==> config.mk <==
export PLATFORM = sky130hd
export DESIGN_NAME = quad_mixer
export DESIGN_NICKNAME = d
export VERILOG_FILES = /design/src/rtl/qmix_pkg.sv /design/src/rtl/qmix_sanitize.sv /design/src/rtl/qmix_phase_ctrl.sv /design/src/rtl/qmix_rotator.sv /design/src/rtl/quad_mixer.sv
export SDC_FILE = /design/constraint.sdc
export NUM_CORES = 1
export LEC_CHECK = 0
export BUFFER_PORTS_ARGS = -buffer_cell sky130_fd_sc_hd__buf_2
export CORE_MARGIN = 2
export CORE_UTILIZATION = 35
export CTS_BUF_LIST = sky130_fd_sc_hd__clkbuf_8
export DETAILED_ROUTE_END_ITERATION = 7
export PLACE_DENSITY = 0.52
export SETUP_SLACK_MARGIN = 0.4
export SYNTH_ARGS = -nofsm -noshare
export SYNTH_HDL_FRONTEND = slang
export SYNTH_HIERARCHICAL = 1
export SYNTH_SLANG_ARGS = --single-unit
export TNS_END_PERCENT = 50
==> constraint.sdc <==
create_clock -name clk -period 5.4 [get_ports clk]
set_input_delay 1.62 -clock clk [delete_from_list [all_inputs] [get_ports clk]]
set_output_delay 1.62 -clock clk [all_outputs]
set_load 0.02 [all_outputs]
==> src/rtl/qmix_pkg.sv <==
package qmix_pkg;
  typedef enum logic {
    MIX_QUARTER = 1'b0,
    MIX_HALF    = 1'b1
  } mix_mode_e;

  localparam int PHASE_W = 2;
  typedef logic [PHASE_W-1:0] phase_t;

  localparam phase_t PH_ZERO  = 2'd0;
  localparam phase_t PH_ONE   = 2'd1;
  localparam phase_t PH_TWO   = 2'd2;
  localparam phase_t PH_THREE = 2'd3;
endpackage

==> src/rtl/qmix_sanitize.sv <==
module qmix_sanitize #(
  parameter int DATA_W = 12
) (
  input  logic                     clk,
  input  logic                     rst_n,
  input  logic                     accept,
  input  logic signed [DATA_W-1:0] raw,
  output logic signed [DATA_W-1:0] clean,
  output logic                     clamped_seen
);
  localparam logic signed [DATA_W-1:0] MOST_NEG = {1'b1, {(DATA_W-1){1'b0}}};
  localparam logic signed [DATA_W-1:0] SYM_NEG  = {1'b1, {(DATA_W-2){1'b0}}, 1'b1};

  logic is_most_neg;

  always_comb begin
    is_most_neg = (raw == MOST_NEG);
    clean       = is_most_neg ? SYM_NEG : raw;
  end

  always_ff @(posedge clk) begin
    if (!rst_n) begin
      clamped_seen <= 1'b0;
    end else if (accept && is_most_neg) begin
      clamped_seen <= 1'b1;
    end
  end
endmodule

==> src/rtl/qmix_phase_ctrl.sv <==
module qmix_phase_ctrl
  import qmix_pkg::*;
(
  input  logic      clk,
  input  logic      rst_n,
  input  mix_mode_e mode,
  input  logic      accept,
  output phase_t    cur_phase
);
  mix_mode_e mode_q;
  phase_t    phase_q;
  phase_t    step_from;
  phase_t    phase_next;
  logic      mode_changed;

  always_comb begin
    mode_changed = (mode != mode_q);
    cur_phase    = mode_changed ? PH_ZERO : phase_q;
    step_from    = cur_phase;
    if (mode == MIX_HALF) begin
      phase_next = {1'b0, ~step_from[0]};
    end else begin
      phase_next = step_from + PH_ONE;
    end
  end

  always_ff @(posedge clk) begin
    if (!rst_n) begin
      mode_q  <= mode;
      phase_q <= PH_ZERO;
    end else begin
      mode_q <= mode;
      if (accept) begin
        phase_q <= phase_next;
      end else if (mode_changed) begin
        phase_q <= PH_ZERO;
      end
    end
  end
endmodule

==> src/rtl/qmix_rotator.sv <==
module qmix_rotator
  import qmix_pkg::*;
#(
  parameter int DATA_W = 12
) (
  input  logic signed [DATA_W-1:0] sample,
  input  phase_t                   phase,
  input  mix_mode_e                mode,
  output logic signed [DATA_W-1:0] mix_i,
  output logic signed [DATA_W-1:0] mix_q
);
  logic signed [DATA_W-1:0] neg_sample;

  always_comb begin
    neg_sample = -sample;
    mix_i = '0;
    mix_q = '0;
    if (mode == MIX_HALF) begin
      mix_i = phase[0] ? neg_sample : sample;
    end else begin
      unique case (phase)
        PH_ZERO:  mix_i = sample;
        PH_ONE:   mix_q = neg_sample;
        PH_TWO:   mix_i = neg_sample;
        PH_THREE: mix_q = sample;
        default:  mix_i = '0;
      endcase
    end
  end
endmodule

==> src/rtl/quad_mixer.sv <==
module quad_mixer
  import qmix_pkg::*;
#(
  parameter int DATA_W = 12
) (
  input  logic                     clk,
  input  logic                     rst_n,
  input  logic                     mode_sel,
  input  logic                     in_valid,
  output logic                     in_ready,
  input  logic signed [DATA_W-1:0] in_data,
  output logic                     out_valid,
  input  logic                     out_ready,
  output logic signed [DATA_W-1:0] out_i,
  output logic signed [DATA_W-1:0] out_q,
  output logic                     sat_flag
);
  mix_mode_e                mode;
  logic                     accept;
  logic signed [DATA_W-1:0] clean;
  phase_t                   phase;
  logic signed [DATA_W-1:0] mix_i;
  logic signed [DATA_W-1:0] mix_q;

  always_comb begin
    mode     = mix_mode_e'(mode_sel);
    in_ready = !out_valid || out_ready;
    accept   = in_valid && in_ready;
  end

  qmix_sanitize #(.DATA_W(DATA_W)) u_sanitize (
    .clk          (clk),
    .rst_n        (rst_n),
    .accept       (accept),
    .raw          (in_data),
    .clean        (clean),
    .clamped_seen (sat_flag)
  );

  qmix_phase_ctrl u_phase (
    .clk       (clk),
    .rst_n     (rst_n),
    .mode      (mode),
    .accept    (accept),
    .cur_phase (phase)
  );

  qmix_rotator #(.DATA_W(DATA_W)) u_rot (
    .sample (clean),
    .phase  (phase),
    .mode   (mode),
    .mix_i  (mix_i),
    .mix_q  (mix_q)
  );

  always_ff @(posedge clk) begin
    if (!rst_n) begin
      out_valid <= 1'b0;
      out_i     <= '0;
      out_q     <= '0;
    end else if (in_ready) begin
      out_valid <= in_valid;
      if (in_valid) begin
        out_i <= mix_i;
        out_q <= mix_q;
      end
    end
  end
endmodule

# After elaboration in Yosys (flattened, before gate mapping)
# Index checks and enable logic that the tools add are counted.
# word_totals
regBits	29
latchBits	0
mem_bits_rw	0
mem_bits_ro	0
in_bits	17
output_inout_bits	27
wordCells	29
n_memories	0
# classes
add_sub_neg	2
multipliers	0
n_div	0
magnitude_cmp	0
eq_ne	5
n_shift	0
mux	9
bitwise	1
reduce_logical	6
# ops
cell	count
12-bit two-way mux	4
12-bit case mux with 2 select lines	2
12-bit equality test (second input constant)	1
12-bit negator	1
2-bit two-way mux	3
2-bit equality test (second input constant)	2
2-bit by 1-bit adder with 2-bit output (second input constant)	1
2-bit by 1-bit equality test with 1-bit output (second input constant)	1
1-bit logical AND	2
2-bit zero test	1
2-bit AND reduction	1
1-bit zero test	1
1-bit logical OR	1
1-bit inequality test	1
1-bit NOT	1

# Longest topological paths before layout
# logic_depth
depth_word	5
ltp_mapped	11
mapped_depth_nobuf	11

# Hierarchy
# The synthesis kept the hierarchy.
# by_module_without_submodules
mod	n_inst	cells_per_inst	area_per_inst_um2	seq_area_each_um2
quad_mixer	1	109	1028.5	500.5
qmix_rotator	1	99	629.4	0.0
qmix_phase_ctrl	1	14	143.9	60.1
qmix_sanitize	1	20	132.6	20.0

# Worst setup path before layout
# Ideal clock, no wire load.
# synth_path
kind	input -> output
from	in out_ready
to	out in_ready
arrival_ns	1.772
setup_slack_ns	2.008
stages	1
n_path_buf	0
cell_sequence	nand2b_4
# synth_via
elab_chain_cells	1
# synth_rtl
element	line_no	text
start: declaration	quad_mixer.sv:13	input logic out_ready,
1-bit logical OR	quad_mixer.sv:27	in_ready = !out_valid || out_ready;
end: declaration	quad_mixer.sv:10	output logic in_ready,
# Every way passes these cells.

# Final worst setup path
# Same ends and word-level chain as after synthesis.

==> impl_metrics.ini <==
[global_route]
grtUsageMet2 = 0.228
grt_pass1_vias = 1533
met3_usage = 0.0333
use_met1 = 0.220
grt_usage = 0.156
antenna_found_initial = 0
grt_max_degree = 55
grt_pass1_wl_mm = 7.49
grt_overflow = 0
grt_busiest_layer = met2

[logic_synthesis]
synthCells = 242
ys_seq_area_frac = 0.300
synth_cell_types = 47
yosys_warnings = 6
ys.flop_type = dfxtp_1
async_flop_share = 0
ys_ff_latch = 29
syn_nets = 260
synth_edf_count = 0
synth_area_per_cell_um2 = 7.99
syn_area_mm2 = 0.00193

[setup_path]
crit_type = in2out
critical_path.max_fanout = 3
end_kind = primary output
required_ns = 3.78
start_kind = primary input
cp.arrival_ns = 2.00

[cts]
holdBufCountCts = 0
post_cts_resized = 0
ctsRootBufferMaster = clkbuf_8
clk_transition_reported_paths_ns = 0.06
cts_inserted_buffers = 5
post_cts_buffers = 0
clock_latency_ns = 0.28
clkSinkCount = 29
cts_buffer_depth = 2
cts_tree = built
htreeDepth = 2

[routing]
drc = 0
drt-total-wl_mm = 4.56
detail-route-antenna-nets = 0
vias = 1699
via_per_inst = 4.98
drtIter0Drc = 111
drt-wirelength-per-cell_um = 13.4
first_pass_iters = 4

[run]
drv_cap = 0

[floorplanning]
core_mm2 = 0.00541
start_util = 0.358
die_x_um = 78.3
dieHeight_um = 78.3
dieArea_mm2 = 0.00614
io_pins = 44
core.rowCount = 27

[final_layout]
final_area_mm2 = 0.00218
antenna_cells = 0
num-fill-cells = 607
final_cell_mix = nand2_1 (53), buf_2 (43), dfxtp_1 (29)
mostFrequentLayoutCell = nand2_1
seq_area_um2 = 581
final_nets = 287
fin_util = 0.403
multi_input_area_mm2 = 0.00119
layout-drive-gt1-share = 0.253
areaGrowthSynthToFinish_pct = 12.6

[timing]
finalHoldViolations = 0
slew_viol_final = 0
tightestPinTransition_ns = 0.905
max_freq_mhz = 276
slew-limit-headroom = 0.396
setup_viol = 0
fin_crit_sh = 0.671
rsz0062_at_grt = false
fin_crit_ns = 3.62
finClkSkew_ns = 0.00451
fin_tns_setup_ns = 0

[placed_design]
dpl.hpwl_mm = 3.19
place_congestion = 0.827
placed_area_mm2 = 0.00209
io_buffers = 43

[power]
power_uw = 514
powerDensity_mw_per_mm2 = 236
ir_worst_vdd_mv = 0.0950
p_leak_nw = 0.975

[worst_hold_path]
hold_class = reg2reg

[status]
outcome = finished, final reports clean
area by class of cell:
type                    instances  area share
inverters                       5     0.00862
flip-flops and latches         29       0.267
clock buffers                   6      0.0379
well taps                      72      0.0414
repair buffers                 43      0.0988
multi-input cells             185       0.545
clock inverters                 1     0.00172
final timing paths:
path	endpoint	slack, ns	depth (start not counted)	from
worst max-delay path	in_ready	1.78	3	out_ready
worst min-delay path	out_i[9]	0.45	2	out_i[9]
worst max register to register	out_i[4]	3.43	8	u_phase/mode_q
worst min register to register	out_i[9]	0.45	2	out_i[9]
kinds of logic after synthesis:
family,share of synthesized area
and+or+nand+nor,0.288
AOI/OAI and AO/OA,0.122
DFF,0.300
buffers and inverters,0.0860
muxes,0.129
xor gates and xnor gates,0.0679
adders and majority gates,0.00647
synthesized netlist by cell type, drive strengths merged (2+ instances only):
master / number / area share
clkbuf: 17 / 0.035
o211a: 3 / 0.016
nand4: 2 / 0.0097
and2: 3 / 0.013
dfxtp: 29 / 0.30
a31oi: 3 / 0.0097
o21ai: 7 / 0.020
a22oi: 2 / 0.0078
nand2b: 4 / 0.017
xnor2: 13 / 0.059
a32oi: 2 / 0.0091
inv: 5 / 0.0097
nor2b: 2 / 0.0091
nand4b: 2 / 0.0091
mux2i: 25 / 0.13
a41oi: 2 / 0.0091
nor2: 27 / 0.054
a21oi: 8 / 0.021
nor3: 8 / 0.039
or3: 2 / 0.0065
xor2: 2 / 0.0091
nand3: 4 / 0.010
a21boi: 2 / 0.0078
nand2: 53 / 0.10
buf: 5 / 0.036
state kept, by name (all words and copies together) (netlist names):
name and count:
out_i 12, out_valid 1, u_phase/phase_q 2, u_sanitize/clamped_seen 1, u_phase/mode_q 1, out_q 12
power breakdown:
part           switching, mW  internal, mW  total (mW)
logic                 0.0667        0.0404       0.107
clock network         0.0792        0.0990       0.178
registers            0.00523         0.224       0.229
worst max-delay path, cell delays in order:
cell and delay [ns]:
buf_2 0.10, nand2b_4 0.13, buf_2 0.15
per-stage QoR:
| step | instances | setup slack [ns] | hold WS [ns] |
|---|---|---|---|
| final | 341 | 1.78 | 0.453 |
| after CTS | 341 | 1.78 | 0.456 |
| after global placement | 334 | 1.70 | 0.443 |
| after global routing | 341 | 1.77 | 0.471 |
| after detailed placement | 334 | 1.71 | 0.445 |
| after floorplan | 242 | 2.01 | 0.492 |
layer usage:
layer	vias up	share of wire
met1	786	0.52
met2	44	0.42
met3	4	0.039
li1	865	-
met4	0	0.017
met5	-	0
Power figures use the tool's default switching activity.
